$ cat src/rtl/fsr_pkg.sv
package fsr_pkg;
  typedef enum logic [1:0] {
    REQ_NONE = 2'd0,
    REQ_OP   = 2'd1,
    REQ_PUSH = 2'd2,
    REQ_POP  = 2'd3
  } req_kind_e;
endpackage

$ cat src/rtl/fsr_ptr.sv
module fsr_ptr #(
  parameter int PTR_W = 3
) (
  input  logic             clk,
  input  logic             rst_n,
  input  logic             ptr_inc,
  input  logic             ptr_dec,
  output logic [PTR_W-1:0] top_q
);
  logic [PTR_W-1:0] top_d;
  logic             top_en;

  always_comb begin
    top_en = ptr_inc | ptr_dec;
    top_d  = top_q;
    if (ptr_inc)      top_d = top_q + 1'b1;
    else if (ptr_dec) top_d = top_q - 1'b1;
  end

  always_ff @(posedge clk or negedge rst_n) begin
    if (!rst_n)      top_q <= '0;
    else if (top_en) top_q <= top_d;
  end
endmodule

$ cat src/rtl/fsr_ctrl.sv
module fsr_ctrl
  import fsr_pkg::*;
#(
  parameter int DEPTH = 8,
  parameter int PTR_W = 3
) (
  input  logic [PTR_W-1:0] top_q,
  input  logic [DEPTH-1:0] vld_q,
  input  logic             op_valid,
  input  logic             op_dst_top,
  input  logic [PTR_W-1:0] op_idx,
  input  logic             op_pop,
  input  logic             push_valid,
  input  logic             store_pop,
  output logic [PTR_W-1:0] dst_addr,
  output logic [PTR_W-1:0] oth_addr,
  output logic [PTR_W-1:0] push_addr,
  output logic             wr_en,
  output logic             wr_push,
  output logic             set_en,
  output logic             clr_en,
  output logic             ptr_inc,
  output logic             ptr_dec,
  output logic             err_overflow,
  output logic             err_underflow,
  output logic             err_illegal
);
  req_kind_e        kind;
  logic [PTR_W-1:0] dst_off;
  logic [PTR_W-1:0] oth_off;
  logic             opnd_ok;
  logic             pop_bad;

  always_comb begin
    if (op_valid)        kind = REQ_OP;
    else if (push_valid) kind = REQ_PUSH;
    else if (store_pop)  kind = REQ_POP;
    else                 kind = REQ_NONE;
  end

  always_comb begin
    dst_off   = op_dst_top ? '0 : op_idx;
    oth_off   = op_dst_top ? op_idx : '0;
    dst_addr  = top_q + dst_off;
    oth_addr  = top_q + oth_off;
    push_addr = top_q - 1'b1;
    opnd_ok   = vld_q[dst_addr] & vld_q[oth_addr];
    pop_bad   = op_pop & (op_idx == '0);
  end

  always_comb begin
    wr_en         = 1'b0;
    wr_push       = 1'b0;
    set_en        = 1'b0;
    clr_en        = 1'b0;
    ptr_inc       = 1'b0;
    ptr_dec       = 1'b0;
    err_overflow  = 1'b0;
    err_underflow = 1'b0;
    err_illegal   = 1'b0;
    unique case (kind)
      REQ_OP: begin
        if (pop_bad) begin
          err_illegal = 1'b1;
        end else if (!opnd_ok) begin
          err_underflow = 1'b1;
        end else begin
          wr_en   = 1'b1;
          clr_en  = op_pop;
          ptr_inc = op_pop;
        end
      end
      REQ_PUSH: begin
        if (vld_q[push_addr]) begin
          err_overflow = 1'b1;
        end else begin
          wr_en   = 1'b1;
          wr_push = 1'b1;
          set_en  = 1'b1;
          ptr_dec = 1'b1;
        end
      end
      REQ_POP: begin
        if (!vld_q[top_q]) begin
          err_underflow = 1'b1;
        end else begin
          clr_en  = 1'b1;
          ptr_inc = 1'b1;
        end
      end
      default: ;
    endcase
  end
endmodule

$ cat src/rtl/fsr_bank.sv
module fsr_bank #(
  parameter int DEPTH = 8,
  parameter int WIDTH = 80,
  parameter int PTR_W = 3
) (
  input  logic             clk,
  input  logic             rst_n,
  input  logic             wr_en,
  input  logic             set_en,
  input  logic [PTR_W-1:0] wr_addr,
  input  logic [WIDTH-1:0] wr_data,
  input  logic             clr_en,
  input  logic [PTR_W-1:0] clr_addr,
  input  logic [PTR_W-1:0] rd_a_addr,
  input  logic [PTR_W-1:0] rd_b_addr,
  input  logic [PTR_W-1:0] rd_t_addr,
  output logic [WIDTH-1:0] rd_a_data,
  output logic [WIDTH-1:0] rd_b_data,
  output logic [WIDTH-1:0] rd_t_data,
  output logic [DEPTH-1:0] vld_q
);
  logic [WIDTH-1:0] mem_q [DEPTH];

  for (genvar k = 0; k < DEPTH; k++) begin : g_slot
    logic hit_wr;
    logic hit_clr;
    logic vld_d;
    logic vld_en;

    always_comb begin
      hit_wr  = wr_en & (wr_addr == PTR_W'(k));
      hit_clr = clr_en & (clr_addr == PTR_W'(k));
      vld_en  = hit_clr | (hit_wr & set_en);
      vld_d   = ~hit_clr;
    end

    always_ff @(posedge clk or negedge rst_n) begin
      if (!rst_n)      vld_q[k] <= 1'b0;
      else if (vld_en) vld_q[k] <= vld_d;
    end

    always_ff @(posedge clk) begin
      if (hit_wr) mem_q[k] <= wr_data;
    end
  end

  always_comb begin
    rd_a_data = mem_q[rd_a_addr];
    rd_b_data = mem_q[rd_b_addr];
    rd_t_data = mem_q[rd_t_addr];
  end
endmodule

$ cat src/rtl/fp_stack_regfile.sv
module fp_stack_regfile #(
  parameter int DEPTH = 8,
  parameter int WIDTH = 80,
  localparam int PTR_W = $clog2(DEPTH)
) (
  input  logic             clk,
  input  logic             rst_n,
  input  logic             op_valid,
  input  logic             op_dst_top,
  input  logic [PTR_W-1:0] op_idx,
  input  logic             op_rev,
  input  logic             op_pop,
  output logic [WIDTH-1:0] src_a,
  output logic [WIDTH-1:0] src_b,
  input  logic [WIDTH-1:0] res_data,
  input  logic             push_valid,
  input  logic [WIDTH-1:0] push_data,
  input  logic             store_pop,
  output logic [WIDTH-1:0] store_data,
  output logic             err_overflow,
  output logic             err_underflow,
  output logic             err_illegal
);
  logic [PTR_W-1:0] top_q;
  logic [DEPTH-1:0] vld_q;
  logic [PTR_W-1:0] dst_addr;
  logic [PTR_W-1:0] oth_addr;
  logic [PTR_W-1:0] push_addr;
  logic [PTR_W-1:0] wr_addr;
  logic [WIDTH-1:0] wr_data;
  logic [WIDTH-1:0] dst_data;
  logic [WIDTH-1:0] oth_data;
  logic             wr_en;
  logic             wr_push;
  logic             set_en;
  logic             clr_en;
  logic             ptr_inc;
  logic             ptr_dec;

  fsr_ctrl #(.DEPTH(DEPTH), .PTR_W(PTR_W)) u_ctrl (
    .top_q        (top_q),
    .vld_q        (vld_q),
    .op_valid     (op_valid),
    .op_dst_top   (op_dst_top),
    .op_idx       (op_idx),
    .op_pop       (op_pop),
    .push_valid   (push_valid),
    .store_pop    (store_pop),
    .dst_addr     (dst_addr),
    .oth_addr     (oth_addr),
    .push_addr    (push_addr),
    .wr_en        (wr_en),
    .wr_push      (wr_push),
    .set_en       (set_en),
    .clr_en       (clr_en),
    .ptr_inc      (ptr_inc),
    .ptr_dec      (ptr_dec),
    .err_overflow (err_overflow),
    .err_underflow(err_underflow),
    .err_illegal  (err_illegal)
  );

  fsr_ptr #(.PTR_W(PTR_W)) u_ptr (
    .clk    (clk),
    .rst_n  (rst_n),
    .ptr_inc(ptr_inc),
    .ptr_dec(ptr_dec),
    .top_q  (top_q)
  );

  always_comb begin
    wr_addr = wr_push ? push_addr : dst_addr;
    wr_data = wr_push ? push_data : res_data;
  end

  fsr_bank #(.DEPTH(DEPTH), .WIDTH(WIDTH), .PTR_W(PTR_W)) u_bank (
    .clk      (clk),
    .rst_n    (rst_n),
    .wr_en    (wr_en),
    .set_en   (set_en),
    .wr_addr  (wr_addr),
    .wr_data  (wr_data),
    .clr_en   (clr_en),
    .clr_addr (top_q),
    .rd_a_addr(dst_addr),
    .rd_b_addr(oth_addr),
    .rd_t_addr(top_q),
    .rd_a_data(dst_data),
    .rd_b_data(oth_data),
    .rd_t_data(store_data),
    .vld_q    (vld_q)
  );

  // the reverse control swaps the two operand ports
  always_comb begin
    src_a = op_rev ? oth_data : dst_data;
    src_b = op_rev ? dst_data : oth_data;
  end
endmodule

$ cat config.mk
export PLATFORM = sky130hd
export DESIGN_NAME = fp_stack_regfile
export DESIGN_NICKNAME = d
export VERILOG_FILES = /design/src/rtl/fsr_pkg.sv /design/src/rtl/fsr_ptr.sv /design/src/rtl/fsr_ctrl.sv /design/src/rtl/fsr_bank.sv /design/src/rtl/fp_stack_regfile.sv
export SDC_FILE = /design/constraint.sdc
export NUM_CORES = 2
export LEC_CHECK = 0
export BUFFER_PORTS_ARGS = -buffer_cell sky130_fd_sc_hd__buf_2
export CAP_MARGIN = 30
export CORE_ASPECT_RATIO = 0.75
export CORE_MARGIN = 1
export CORE_UTILIZATION = 32
export CTS_CLUSTER_SIZE = 30
export DETAILED_ROUTE_END_ITERATION = 10
export PLACE_DENSITY_LB_ADDON = 0.08
export SYNTH_ARGS = -nofsm -noshare
export SYNTH_HDL_FRONTEND = slang
export SYNTH_SLANG_ARGS = --single-unit
$ cat constraint.sdc
create_clock -name clk -period 8 [get_ports clk]
set_input_delay 1.6 -clock clk [delete_from_list [all_inputs] [get_ports clk]]
set_output_delay 1.6 -clock clk [all_outputs]
set_load 0.02 [all_outputs]
==> results.sh <==
export IMPL_worst_slew_pin_transition_ns=0.997
export IMPL_ys_top_cells_by_area="edfxtp_1 (52%), mux4_2 (30%), mux2i_1 (8.8%)"
export IMPL_r2r_slack_ns=2.43
export IMPL_setup_tns_final_ns=0
export IMPL_fp_dieW_microns=395
export IMPL_seqCellArea_sq_um=19500
export IMPL_multi_input_area_sq_um=16900
export IMPL_drt_total_wl_mm=120
export IMPL_final_cell_mix="edfxtp_1 (640), mux4_2 (488), nand2_1 (486)"
export IMPL_initial_core_util_pct=32.5
export IMPL_synth_top_area_share_pct=51.8
export IMPL_outcome="complete, no violations"
export IMPL_place_congestion=0.775
export IMPL_drc=0
export IMPL_grt_overflow_total=0
export IMPL_grt_pass1_wl_mm=174
export IMPL_seq_area_frac_synth_pct=52.5
export IMPL_critPathCapture="src_a[67]"
export IMPL_vias=23200
export IMPL_slew_limit_headroom_pct=33.4
export IMPL_slowest_delay_ns=0.54
export IMPL_powerDensity_nw_per_um2=434
export IMPL_io_buffers=413
export IMPL_synthFlopType="edfxtp_1"
export IMPL_drt_vias_per_instance=5.55
export IMPL_maxCapViolCount=0
export IMPL_ys_ff_latch=651
export IMPL_antenna_found_initial=6
export IMPL_place_hpwl_mm=73.7
export IMPL_synthArstFlopShare_pct=1.69
export IMPL_r2r_start="u_ptr.top_q[1]$_DFFE_PN0P_"
export IMPL_critical_path_class="input port to output port"
export IMPL_clk_latency_ns=0.65
export IMPL_swShare_pct=44.3
export IMPL_grt_usage_pct=20.2
export IMPL_path_depth=13
export IMPL_placed_area_sq_um=41100
export IMPL_fmax_ghz=0.151
export IMPL_nFillCells=10600
export IMPL_mostFrequentLayoutCell="edfxtp_1"
export IMPL_first_pass_iters=5
export IMPL_clk_path_buf_depth=3
export IMPL_fin_cells=4183
export IMPL_hold_viol=0
export IMPL_cts_tree="built"
export IMPL_internal_power_mw=10.5
export IMPL_p_switching_mw=8.38
export IMPL_reg2reg_depth=10
export IMPL_postSynthCellCount=2226
export IMPL_cts_num_sinks=651
export IMPL_drv_slew=0
export IMPL_synth_edf_count=640
export IMPL_final_antenna_net_count=0
export IMPL_dieArea_sq_um=117000
export IMPL_clock_skew_ns=0.0248
export IMPL_fin_crit_ns=6.63
export IMPL_antennaDiodeCount=0
export IMPL_dpl_cell_count=4040
export IMPL_netlist_area_sq_um=37100
export IMPL_cts_root_buf="clkbuf_16"
export IMPL_postLayoutCellArea_sq_um=43500
export IMPL_row_count=107
export IMPL_path_cells="buf_2 -> and2_1 -> ha_4 -> inv_1 -> fa_4 -> xnor2_2 -> xnor2_4 -> buf_4 -> buf_4 -> mux4_2 -> mux2i_1 -> mux2i_1 -> buf_2"
export IMPL_postCtsSetupBuffers=0
export IMPL_total_power_mw=18.9
export IMPL_yosysTopAreaCell="edfxtp_1"
export IMPL_crit_arrival_ns=5.03
export IMPL_cp_num_buf_inv=5
export IMPL_grt_max_degree=79
export IMPL_syn_num_nets=2411
export IMPL_io_pins=414
export IMPL_leakagePower_nw=15.9
export IMPL_clk_pin_slew_ns=0.05
export IMPL_wl_per_cell_microns=28.6
export IMPL_postCtsHoldBufs=0
export IMPL_rsz0062_at_grt="no"
export IMPL_hold_worst_slack_ns=0.638
export IMPL_setup_violations_final=0
export IMPL_finalCritPeriodShare_pct=82.8
export IMPL_cts_max_level=3
export IMPL_crit_path_end_kind="output port"
export IMPL_combPwrFrac_pct=59.8
export IMPL_cts_buffers=76
export IMPL_core_sq_um=114000
export IMPL_fin_nets=2778
export IMPL_crit_required_ns=6.40
export IMPL_drive_above_1_share_pct=41.4
export IMPL_grt_pass1_vias=24300
export IMPL_cp_startpoint="op_idx[0]"
export IMPL_hold_class="register to register"
export IMPL_cts_resized=0
export IMPL_peakVddDrop_mv=0.488
export IMPL_fp_dieH_microns=297
export IMPL_synth_warnings=0
export IMPL_avgSynthCellArea_sq_um=16.7
export IMPL_dr_first_iter_drc_count=2017
export IMPL_synth_cell_type_count=37
export IMPL_path_max_fanout=19
export IMPL_start_kind="input port"
export IMPL_area_growth_pct=17.3
export IMPL_r2r_end="u_bank.mem_q[2][75]$_DFFE_PP_"
export IMPL_cp_top_family="buffers and inverters"
export IMPL_power_frac_clock_pct=18.1
export IMPL_power_frac_seq_pct=22.1
export IMPL_critPathSlowestCell="mux2i_1"
==> registers in the layout, indices dropped and copies added (netlist names) <==
signal        count
u_bank.mem_q    640
u_bank.vld_q      8
u_ptr.top_q       3
==> cells in the mapped netlist, types with 2 or more instances <==
library cell and count:
edfxtp_1 640, mux4_2 488, nand2_1 487, mux2i_1 325
buf_2 80, clkbuf_1 76, buf_1 22, nor2_1 15
ha_1 12, dfrtp_1 11, a21oi_1 9, a41oi_1 9
inv_1 9, buf_4 7, and2_1 5, a2bb2oi_1 3
nand2b_1 3, nor2b_1 3, fa_1 2, xnor2_1 2
xnor2_2 2
==> worst min path at each step <==
stage / depth (start not counted) / to / from / slack, ns
floorplan: 2 / u_bank.vld_q[4]$_DFFE_PN0P_ / u_bank.vld_q[4]$_DFFE_PN0P_ / 0.54
global placement: 2 / u_bank.vld_q[4]$_DFFE_PN0P_ / u_bank.vld_q[4]$_DFFE_PN0P_ / 0.62
detailed placement: 2 / u_bank.vld_q[4]$_DFFE_PN0P_ / u_bank.vld_q[4]$_DFFE_PN0P_ / 0.61
CTS: 2 / u_bank.vld_q[4]$_DFFE_PN0P_ / u_bank.vld_q[4]$_DFFE_PN0P_ / 0.62
global route: 2 / u_bank.vld_q[6]$_DFFE_PN0P_ / u_bank.vld_q[6]$_DFFE_PN0P_ / 0.68
finish: 2 / u_bank.vld_q[4]$_DFFE_PN0P_ / u_bank.vld_q[4]$_DFFE_PN0P_ / 0.64
==> power by group through the flow <==
stage | clock network, mW | registers, mW | logic (mW)
6_report | 3.43 | 4.18 | 11.3
5_1_grt | 3.63 | 4.20 | 12.1
4_1_cts | 3.52 | 4.18 | 11.5
3_5_place_dp | 0 | 4.25 | 11.5
3_3_place_gp | 0 | 4.25 | 11.5
2_1_floorplan | 0 | 4.10 | 7.86
==> through the flow <==
stage          util, %  worst slack [ns]
2_1_floorplan        -             0.620
3_3_place_gp      35.9              1.37
3_5_place_dp      35.9              1.37
4_1_cts           38.1              1.35
5_1_grt           38.1              1.11
6_report          38.1              1.37
==> layout make-up <==
cell class                      instances  area share (%)
Clock buffer                           96            4.68
Clock inverter                         46           0.896
Sequential cell                       651            44.8
Multi-Input combinational cell       1381            38.8
Tap cell                             1526            4.38
Inverter                                9          0.0833
Timing Repair Buffer                  474            6.38
==> worst register-to-register path, delay by kind of cell (launching register included) <==
kind	cells	cell delay (ns)
adders and majority gates	1	0.64
and+or+nand+nor	2	1.08
buffers and inverters	3	1.59
DFF	1	0.81
AOI/OAI and AO/OA	1	0.29
xor gates and xnor gates	2	0.46
muxes	1	0.29
==> cell families (layout without fill, tap and decap cells) <==
group	after synthesis	after routing	share of synthesized area, %
simple gates	521	521	5.41
buf+inv	194	625	2.30
xor+xnor	7	7	0.307
compound gates	26	26	0.556
flops	651	651	52.5
fa+ha+maj	14	14	0.512
mux	813	813	38.4
==> per-layer routing <==
metal | up-vias | track usage, % | part of all wire, %
met4 | 4 | 5.07 | 2.3
met3 | 168 | 4.13 | 6.5
met1 | 12300 | 27.8 | 43
met5 | - | 0 | 0.020
met2 | 916 | 32.6 | 48
li1 | 9860 | - | -
No activity file was read; power rests on OpenSTA's default activity.
